File: src/rtl/irsir_pkg.sv
package irsir_pkg;
  typedef enum logic {
    PW_FRACTION = 1'b0,
    PW_FIXED    = 1'b1
  } pw_mode_e;
endpackage

File: src/rtl/irsir_rst_sync.sv
module irsir_rst_sync #(
  parameter int STAGES = 2
) (
  input  logic clk,
  input  logic rst_n_in,
  output logic rst_n_out
);
  logic [STAGES-1:0] chain_q;
  logic [STAGES-1:0] chain_d;

  always_comb begin
    chain_d = {chain_q[STAGES-2:0], 1'b1};
  end

  always_ff @(posedge clk or negedge rst_n_in) begin
    if (!rst_n_in) chain_q <= '0;
    else           chain_q <= chain_d;
  end

  assign rst_n_out = chain_q[STAGES-1];
endmodule

File: src/rtl/irsir_tx_pulse.sv
module irsir_tx_pulse
  import irsir_pkg::*;
#(
  parameter int DIV_W = 16,
  parameter int SEL_W = 3
) (
  input  logic             clk,
  input  logic             rst_n,
  input  logic             bit_tick,
  input  logic             tx_serial,
  input  logic [DIV_W-1:0] baud_div,
  input  pw_mode_e         mode,
  input  logic [SEL_W-1:0] width_sel,
  output logic             ir_tx
);
  localparam int FIX_W = (2 ** SEL_W) + 1;
  localparam int CNT_W = (DIV_W > FIX_W) ? DIV_W : FIX_W;

  logic [CNT_W-1:0] cnt_q, cnt_d;
  logic             pulse_q, pulse_d;
  logic             cnt_en;
  logic [DIV_W+1:0] triple, frac_raw;
  logic [CNT_W-1:0] frac_w, fixed_w, load_w;
  logic [SEL_W:0]   shamt;

  always_comb begin
    triple   = {2'b00, baud_div} + {1'b0, baud_div, 1'b0};
    frac_raw = triple >> 4;
    frac_w   = (frac_raw == '0) ? CNT_W'(1) : CNT_W'(frac_raw);
    shamt    = {1'b0, width_sel} + (SEL_W+1)'(1);
    fixed_w  = CNT_W'(1) << shamt;
    load_w   = (mode == PW_FIXED) ? fixed_w : frac_w;
  end

  always_comb begin
    cnt_en = bit_tick | (cnt_q != '0);
    cnt_d  = cnt_q;
    if (bit_tick)            cnt_d = tx_serial ? '0 : load_w;
    else if (cnt_q != '0)    cnt_d = cnt_q - CNT_W'(1);
    pulse_d = (cnt_d != '0);
  end

  always_ff @(posedge clk or negedge rst_n) begin
    if (!rst_n) begin
      cnt_q   <= '0;
      pulse_q <= 1'b0;
    end else if (cnt_en) begin
      cnt_q   <= cnt_d;
      pulse_q <= pulse_d;
    end
  end

  assign ir_tx = pulse_q;
endmodule

File: src/rtl/irsir_rx_decode.sv
module irsir_rx_decode #(
  parameter int DIV_W  = 16,
  parameter int SYNC_N = 2
) (
  input  logic             clk,
  input  logic             rst_n,
  input  logic             ir_rx,
  input  logic [DIV_W-1:0] baud_div,
  output logic             rx_serial
);
  logic [SYNC_N:0]    sync_q, sync_d;
  logic               rise;
  logic [DIV_W-1:0]   win_q, win_d, win_len;
  logic               low_q, low_d;

  always_comb begin
    sync_d  = {sync_q[SYNC_N-1:0], ir_rx};
    rise    = sync_q[SYNC_N-1] & ~sync_q[SYNC_N];
    win_len = (baud_div == '0) ? DIV_W'(1) : baud_div;
    win_d   = win_q;
    if (rise)               win_d = win_len;
    else if (win_q != '0)   win_d = win_q - DIV_W'(1);
    low_d   = (win_d != '0);
  end

  always_ff @(posedge clk or negedge rst_n) begin
    if (!rst_n) begin
      sync_q <= '0;
      win_q  <= '0;
      low_q  <= 1'b0;
    end else begin
      sync_q <= sync_d;
      win_q  <= win_d;
      low_q  <= low_d;
    end
  end

  assign rx_serial = ~low_q;
endmodule

File: src/rtl/irsir_codec.sv
module irsir_codec
  import irsir_pkg::*;
#(
  parameter int DIV_W      = 16,
  parameter int SEL_W      = 3,
  parameter int SYNC_N     = 2,
  parameter int RST_STAGES = 2
) (
  input  logic             clk,
  input  logic             rst_n,
  input  logic             bit_tick,
  input  logic [DIV_W-1:0] baud_div,
  input  logic             width_mode,
  input  logic [SEL_W-1:0] width_sel,
  input  logic             tx_serial,
  output logic             ir_tx,
  input  logic             ir_rx,
  output logic             rx_serial
);
  logic     rst_sync_n;
  pw_mode_e mode_sel;

  assign mode_sel = pw_mode_e'(width_mode);

  irsir_rst_sync #(.STAGES(RST_STAGES)) u_rst (
    .clk       (clk),
    .rst_n_in  (rst_n),
    .rst_n_out (rst_sync_n)
  );

  irsir_tx_pulse #(.DIV_W(DIV_W), .SEL_W(SEL_W)) u_tx (
    .clk       (clk),
    .rst_n     (rst_sync_n),
    .bit_tick  (bit_tick),
    .tx_serial (tx_serial),
    .baud_div  (baud_div),
    .mode      (mode_sel),
    .width_sel (width_sel),
    .ir_tx     (ir_tx)
  );

  irsir_rx_decode #(.DIV_W(DIV_W), .SYNC_N(SYNC_N)) u_rx (
    .clk       (clk),
    .rst_n     (rst_sync_n),
    .ir_rx     (ir_rx),
    .baud_div  (baud_div),
    .rx_serial (rx_serial)
  );
endmodule

File: config.mk
export PLATFORM = sky130hd
export DESIGN_NAME = irsir_codec
export DESIGN_NICKNAME = d
export VERILOG_FILES = /design/src/rtl/irsir_pkg.sv /design/src/rtl/irsir_rst_sync.sv /design/src/rtl/irsir_tx_pulse.sv /design/src/rtl/irsir_rx_decode.sv /design/src/rtl/irsir_codec.sv
export SDC_FILE = /design/constraint.sdc
export NUM_CORES = 1
export LEC_CHECK = 0
export BUFFER_PORTS_ARGS = -buffer_cell sky130_fd_sc_hd__buf_2
export CAP_MARGIN = 30
export CORE_UTILIZATION = 50
export DETAILED_ROUTE_END_ITERATION = 6
export PLACE_DENSITY = 0.81
export SYNTH_ARGS = -nofsm -noshare
export SYNTH_HDL_FRONTEND = slang
export SYNTH_SLANG_ARGS = --single-unit
File: constraint.sdc
create_clock -name clk -period 1.2 [get_ports clk]
set_input_delay 0.18 -clock clk [delete_from_list [all_inputs] [get_ports clk]]
set_output_delay 0.18 -clock clk [all_outputs]
set_load 0.005 [all_outputs]
==> results.cfg, run 1 <==
[synth]
synth_compound_area_share_pct = 20.40
netlist_instances = 393
ys.flop_type = dfrtp_1
synth_cell_type_count = 68
synthMuxAreaShare_pct = 0.6056
yosys-top-cells-count = 39 x dfrtp_1, 30 x nor2_1, 29 x o21ai_0
synth.largest_area_cell = dfrtp_1
synth_warnings = 0
synthSimpleGateAreaFrac_pct = 26.84
synth_fa_ha_area_share_pct = 9.841
yosysSeqAreaShare_pct = 29.52
synth_edf_count = 0
synth_top_family_by_area = simple AND/OR/NAND/NOR gates
syn_nets = 444
synth.area.top_cells = dfrtp_1 30%, ha_1 9.8%, xnor2_1 5.8%
async_flop_share_pct = 100.0
synth_most_common_cell = dfrtp_1
synth_top_area_share_pct = 29.52
synth_area_sq_um = 3306
synth-seq-cells = 39
avgSynthCellArea_sq_um = 8.411
synthXorXnorAreaFrac_pct = 7.684

[grt]
grt_max_degree = 38
grtUsageTotal_pct = 59.34
overflow = 3

[timing]
crit_endpoint = u_tx.ir_tx$_DFFE_PN0P_/D
worst-ep-kind = register input

[floorplan]
die_w_um = 83.31
io_pins = 27
initial_core_util_pct = 52.06
rows = 29
dieHeight_um = 83.31

[run_status]
status = stopped before the end
firstError = [ERROR GRT-0232] Routing congestion too high. Check the congestion heatmap in the GUI.
lastStage = global routing (5_1_grt)

[place]
routabilityCongestion = 0.9509
dpl.hpwl_um = 8722
port-buffer-count = 26
place_area_sq_um = 4662

[cts]
cts_buffer_depth = 2
cts_buffers = 5
cts_sinks = 39
root_buffer = clkbuf_8
htree_levels = 2
-- stage by stage --
stage | setup slack [ns] | instances | TNS (ns) | hold WS, ns
after detailed placement | -1.841 | 629 | -33.54 | -0.03259
after floorplan | -1.673 | 393 | -27.63 | -0.1156
after global placement | -1.692 | 629 | -31.22 | -0.03474
after CTS | -1.766 | 665 | -34.61 | 0.1958
-- kinds of logic after synthesis --
family          Yosys count
buf+inv                  40
flops                    39
other cells               1
xor+xnor                 29
compound gates          102
simple gates            154
fa+ha+maj                26
mux                       2
-- what timing repair did --
action                                  4_1_cts
endpoints found under the hold margin         3
endpoints found under the setup margin       34
gates cloned                                  0
pin swaps                                    42
resized for setup                            88
setup buffers                                42
hold buffers                                  2
-- metal layers --
metal,global-route usage (%),GRT overflow
met1,60.42,0
met2,84.05,0
met3,33.10,0
met4,57.21,3
met5,5.303,0
==> inputs of run 2 (changes only) <==
--- a/config.mk
+++ b/config.mk
@@ -7,9 +7,9 @@
 export LEC_CHECK = 0
 export BUFFER_PORTS_ARGS = -buffer_cell sky130_fd_sc_hd__buf_2
 export CAP_MARGIN = 30
-export CORE_UTILIZATION = 50
+export CORE_UTILIZATION = 35
 export DETAILED_ROUTE_END_ITERATION = 6
-export PLACE_DENSITY = 0.81
+export PLACE_DENSITY_LB_ADDON = 0.15
 export SYNTH_ARGS = -nofsm -noshare
 export SYNTH_HDL_FRONTEND = slang
 export SYNTH_SLANG_ARGS = --single-unit
==> constraint.sdc (replaced) <==
create_clock -name clk -period 1.55 [get_ports clk]
set_input_delay 0.2325 -clock clk [delete_from_list [all_inputs] [get_ports clk]]
set_output_delay 0.2325 -clock clk [all_outputs]
set_load 0.005 [all_outputs]
==> results.cfg, run 2 <==
[synth]
synth_most_common_cell = dfrtp_1
synth_area_sq_um = 3306
yosysSeqAreaShare_pct = 29.52
synth_top_area_share_pct = 29.52
avgSynthCellArea_sq_um = 8.411
synth_cell_type_count = 68
netlist_instances = 393
yosys-top-cells-count = 39 x dfrtp_1, 30 x nor2_1, 29 x o21ai_0
async_flop_share_pct = 100.0
synth_warnings = 0
synth_edf_count = 0
synth.area.top_cells = dfrtp_1 30%, ha_1 9.8%, xnor2_1 5.8%
synth-seq-cells = 39
synth.largest_area_cell = dfrtp_1
ys.flop_type = dfrtp_1
syn_nets = 444

[grt]
grt_pass1_wl_um = 18590
grt_pass1_vias = 3792
grtUsageTotal_pct = 23.92
overflow = 0
grt_max_degree = 22
antenna_found_initial = 0

[detailed_routing]
wl_per_cell_um = 15.82
drtPass1Iterations = 4
route.detailed.drc = 0
vias = 3748
totalWireLength_um = 11300
antenna_left = 0
viasPerCell = 5.249
drtIter0Drc = 265

[timing]
slew_viol_final = 0
final-hold-violation-count = 0
clock_skew_ns = 0.007891
worstMarginPinSlew_ns = 0.5531
worst_slack_ns = -1.446
period_share_pct = 193.3
maxSlewHeadroom_pct = 62.73
max_freq_ghz = 0.3338
layout_min_cycle_time_ns = 2.996
finalSetupViolCount = 34
rsz0062_at_grt = yes
hold_ws_ns = 0.03928

[cts]
root_buffer = clkbuf_8
htree_levels = 2
clk_latency_ns = 0.30
cts_tree = done
cts_buffer_depth = 2
cts_sinks = 39
cts_buffers = 5
clkSlewWorstSetupHoldPaths_ns = 0.08

[cells_and_area]
nNetsFinal = 653
area_growth_pct = 69.45
mostFrequentLayoutCells = 177 x buf_4, 39 x dfrtp_1, 26 x inv_1, 26 x ha_1, 26 x buf_2
final_common_cell = buf_4
final_area_sq_um = 5602
top_regs = u_rx.win_q x16, u_tx.cnt_q x16, u_rx.sync_q x3
diodes = 0
drive_above_1_share_pct = 49.42

[worst_hold_path]
hold_class = in -> reg

[setup_path]
crit_top_cell = buf_6
cp_slowest_cell = or4_4
critPathLaunchType = flop
cp.arrival_ns = 3.19
crit_chain = or4_4, or4b_4, buf_4, buf_6, buf_6, nor3_4, buf_6, xnor2_4, o32a_1, o31ai_2, and4bb_1, a21oi_1
critPathCaptureType = flop
cp.required_ns = 1.74
r2r_slack_ns = -1.45
cp_max_fo = 4
critical_path_class = reg -> reg
cp_slowest_stage_delay_ns = 0.58

[floorplan]
io_pins = 27
core_area_sq_um = 9196
initial_core_util_pct = 35.95
die_w_um = 99.19
rows = 35
dieHeight_um = 99.19
dieArea_sq_um = 9838

[run_status]
status = finished, violations left
violations = setup timing

[power]
p_per_area_nw_per_um2 = 1284
leakage_nw = 2.608
total_power_mw = 7.194
ir_drop_mv = 0.7592

[place]
routabilityCongestion = 0.9093
port-buffer-count = 26
dpl.hpwl_um = 8549
pre_cts_ws_ns = -1.430
place_area_sq_um = 4815

[job]
cap_violations = 0
==> run 2: cell counts after synthesis <==
No cell type changed its count.
==> run 2: final cells by class <==
| type | instances | area [sq um] |
|---|---|---|
| sequential | 39 | 975.9 |
| clock buffer | 6 | 72.57 |
| clock inverter | 2 | 60.06 |
| inverter | 26 | 97.59 |
| tap | 111 | 138.9 |
| fill | 781 | 3595 |
| timing repair buffer | 216 | 1629 |
| multi-input combinational | 314 | 2628 |
==> run 2: worst paths after layout <==
path	cells past startpoint	endpoint	from
max	12	u_tx.ir_tx	u_tx.cnt_q[12]
min	1	u_rx.sync_q[0]	ir_rx
max reg2reg	12	u_tx.ir_tx	u_tx.cnt_q[12]
min reg2reg	1	u_tx.cnt_q[3]	u_rst.chain_q[1]
max in group asynchronous	1	u_rx.win_q[11]	u_rst.chain_q[1]
min in group asynchronous	1	u_tx.cnt_q[3]	u_rst.chain_q[1]
==> run 2: cell families (layout without fill, tap and decap cells) <==
group / Yosys count / in the layout / synth area share (%)
and+or+nand+nor: 154 / 154 / 26.84
AOI/OAI and AO/OA: 102 / 102 / 20.40
buffers and inverters: 40 / 250 / 4.996
DFF: 39 / 39 / 29.52
xor gates and xnor gates: 29 / 29 / 7.683
adders and majority gates: 26 / 26 / 9.841
muxes: 2 / 2 / 0.6056
other: 1 / 1 / 0.1134
==> run 2: critical path: cells and delay by family (launching register included) <==
kind                   cells  cell delay [ns]
AO/OA/AOI/OAI              3             0.34
XOR/XNOR                   1             0.13
buffers and inverters      4             0.51
flip-flops                 1             0.39
AND/OR/NAND/NOR            4             1.53
==> run 2: through the flow <==
stage                     std cells  util (%)  TNS (ns)
after floorplan                 393         -    -15.73
after global routing            714     60.91    -27.57
after detailed placement        677     52.35    -23.22
after CTS                       709     59.01    -23.75
after global placement          677     52.35    -22.27
final                           714     60.91    -24.10
==> run 2: report_power, final <==
| part | internal (mW) | total, mW | switching [mW] |
|---|---|---|---|
| Combinational | 2.50 | 4.64 | 2.14 |
| Clock | 0.644 | 1.04 | 0.400 |
| Sequential | 1.29 | 1.51 | 0.213 |
==> run 2: timing repair <==
action	CTS	global route
hold buffers	1	0
setup buffers	33	15
hold endpoints to repair	2	0
pin swaps	40	43
resized for setup	63	27
setup endpoints to repair	34	34
==> run 2: routing by layer <==
metal	part of all wire [%]	global-route usage, %	vias to the layer above
li1	-	-	1866
met1	46	32.57	1805
met2	50	41.20	70
met3	3.6	2.741	7
met4	0.77	4.638	0
met5	0	0	-
(Power assumes the default switching activity.)
==> inputs of run 3 (changes only) <==
--- a/config.mk
+++ b/config.mk
@@ -10,6 +10,7 @@
 export CORE_UTILIZATION = 35
 export DETAILED_ROUTE_END_ITERATION = 6
 export PLACE_DENSITY_LB_ADDON = 0.15
+export SETUP_SLACK_MARGIN = 0.5
 export SYNTH_ARGS = -nofsm -noshare
 export SYNTH_HDL_FRONTEND = slang
 export SYNTH_SLANG_ARGS = --single-unit
==> results.cfg, run 3 (synthesized netlist as in run 2, its figures left out) <==
[run_status]
status = finished, violations left
violations = setup timing

[timing]
worst_slack_ns = -1.395
layout_min_cycle_time_ns = 2.945
max_freq_ghz = 0.3396
rsz0062_at_grt = yes
clock_skew_ns = 0.01148
slew_viol_final = 0
final-hold-violation-count = 0
maxSlewHeadroom_pct = 62.69
finalSetupViolCount = 34
period_share_pct = 190.0
worstMarginPinSlew_ns = 0.5538

[cells_and_area]
top_regs = u_rx.win_q x16, u_tx.cnt_q x16, u_rx.sync_q x3
drive_above_1_share_pct = 50.25
final_common_cell = buf_4
final_area_sq_um = 5542
diodes = 0
mostFrequentLayoutCells = 180 x buf_4, 38 x dfrtp_1, 26 x inv_1, 26 x ha_1, 26 x buf_2
area_growth_pct = 67.64
nNetsFinal = 655
instances_no_fill = 716

[grt]
grt_pass1_wl_um = 17440
overflow = 0
grt_max_degree = 21
grt_pass1_vias = 3691
grtUsageTotal_pct = 22.21
antenna_found_initial = 0

[floorplan]
io_pins = 27
dieArea_sq_um = 9838
core_area_sq_um = 9196
die_w_um = 99.19
dieHeight_um = 99.19
initial_core_util_pct = 35.95
rows = 35

[cts]
clkSlewWorstSetupHoldPaths_ns = 0.09
clk_latency_ns = 0.29
cts_buffer_depth = 2
cts_tree = done
cts_sinks = 39
htree_levels = 2
root_buffer = clkbuf_8
cts_buffers = 5

[place]
port-buffer-count = 26
place_area_sq_um = 4868
place_inst = 684
routabilityCongestion = 0.8528
pre_cts_ws_ns = -1.465
dpl.hpwl_um = 8543

[setup_path]
reg2reg_depth = 9
rr_startpoint = u_tx.cnt_q[3]
cp_max_fo = 4
r2r-end = u_tx.ir_tx
critPathCaptureType = flop
cp.arrival_ns = 3.13
critical_path_class = reg -> reg
crit_end = u_tx.ir_tx
startpoint = u_tx.cnt_q[3]
cp.required_ns = 1.73
r2r_slack_ns = -1.39
critPathLaunchType = flop

[detailed_routing]
totalWireLength_um = 10840
route.detailed.drc = 0
drtPass1Iterations = 4
vias = 3704
wl_per_cell_um = 15.14
antenna_left = 0
drtIter0Drc = 128
viasPerCell = 5.173

[power]
p_per_area_nw_per_um2 = 1279
total_power_mw = 7.085
leakage_nw = 2.583
ir_drop_mv = 0.7343

[worst_hold_path]
hold_class = in -> reg

[job]
cap_violations = 0
run 3: per-stage QoR:
| stage | hold WS (ns) | util [%] | TNS, ns |
|---|---|---|---|
| 2_1_floorplan | -0.06309 | - | -15.73 |
| 6_report | 0.04642 | 60.26 | -23.40 |
| 3_5_place_dp | 0.02041 | 52.94 | -24.05 |
| 4_1_cts | 0.04531 | 57.17 | -22.91 |
| 3_3_place_gp | 0.01987 | 52.94 | -22.69 |
| 5_1_grt | 0.03445 | 60.26 | -26.50 |
run 3: worst max-delay path, stage by stage, from the launching register on:
cell	delay [ns]
dfrtp_1	0.38
or4_4	0.57
or4_4	0.49
nor4_4	0.24
xnor2_1	0.17
a21oi_1	0.13
or4_4	0.49
nor4_2	0.12
and4bb_1	0.21
a21oi_1	0.04
run 3: routing by layer:
layer / GRT usage [%] / part of all wire (%) / vias to the layer above
li1: - / - / 1864
met1: 29.53 / 45 / 1775
met2: 39.81 / 51 / 58
met3: 2.389 / 3.1 / 7
met4: 3.167 / 0.65 / 0
met5: 0 / 0 / -
run 3: how the worst min path moves through the flow:
stage,start,endpoint,slack (ns),cells past startpoint
final,ir_rx,u_rx.sync_q[0],0.05,1
after global routing,ir_rx,u_rx.sync_q[0],0.03,1
after CTS,ir_rx,u_rx.sync_q[0],0.05,1
after detailed placement,rst_n,u_rst.chain_q[0],0.02,1
after global placement,rst_n,u_rst.chain_q[0],0.02,1
after floorplan,rst_n,u_rst.chain_q[0],-0.06,0
run 3: report_power, final:
group	internal [mW]	switching, mW
sequential	1.29	0.208
clock	0.522	0.380
combinational	2.55	2.14
total	4.36	2.72
run 3: area by class of cell:
class | instances | area, sq um
Clock buffer | 6 | 82.58
Clock inverter | 2 | 35.03
Fill cell | 852 | 3655
Inverter | 26 | 97.59
Multi-Input combinational cell | 314 | 2586
Sequential cell | 39 | 977.2
Tap cell | 111 | 138.9
Timing Repair Buffer | 218 | 1624
run 3: timing repair:
action | 4_1_cts | 5_1_grt
pin swaps | 17 | 30
endpoints found under the setup margin | 35 | 36
setup buffers | 13 | 10
resized for setup | 34 | 42
endpoints found under the hold margin | 2 | 0
hold buffers | 1 | 0
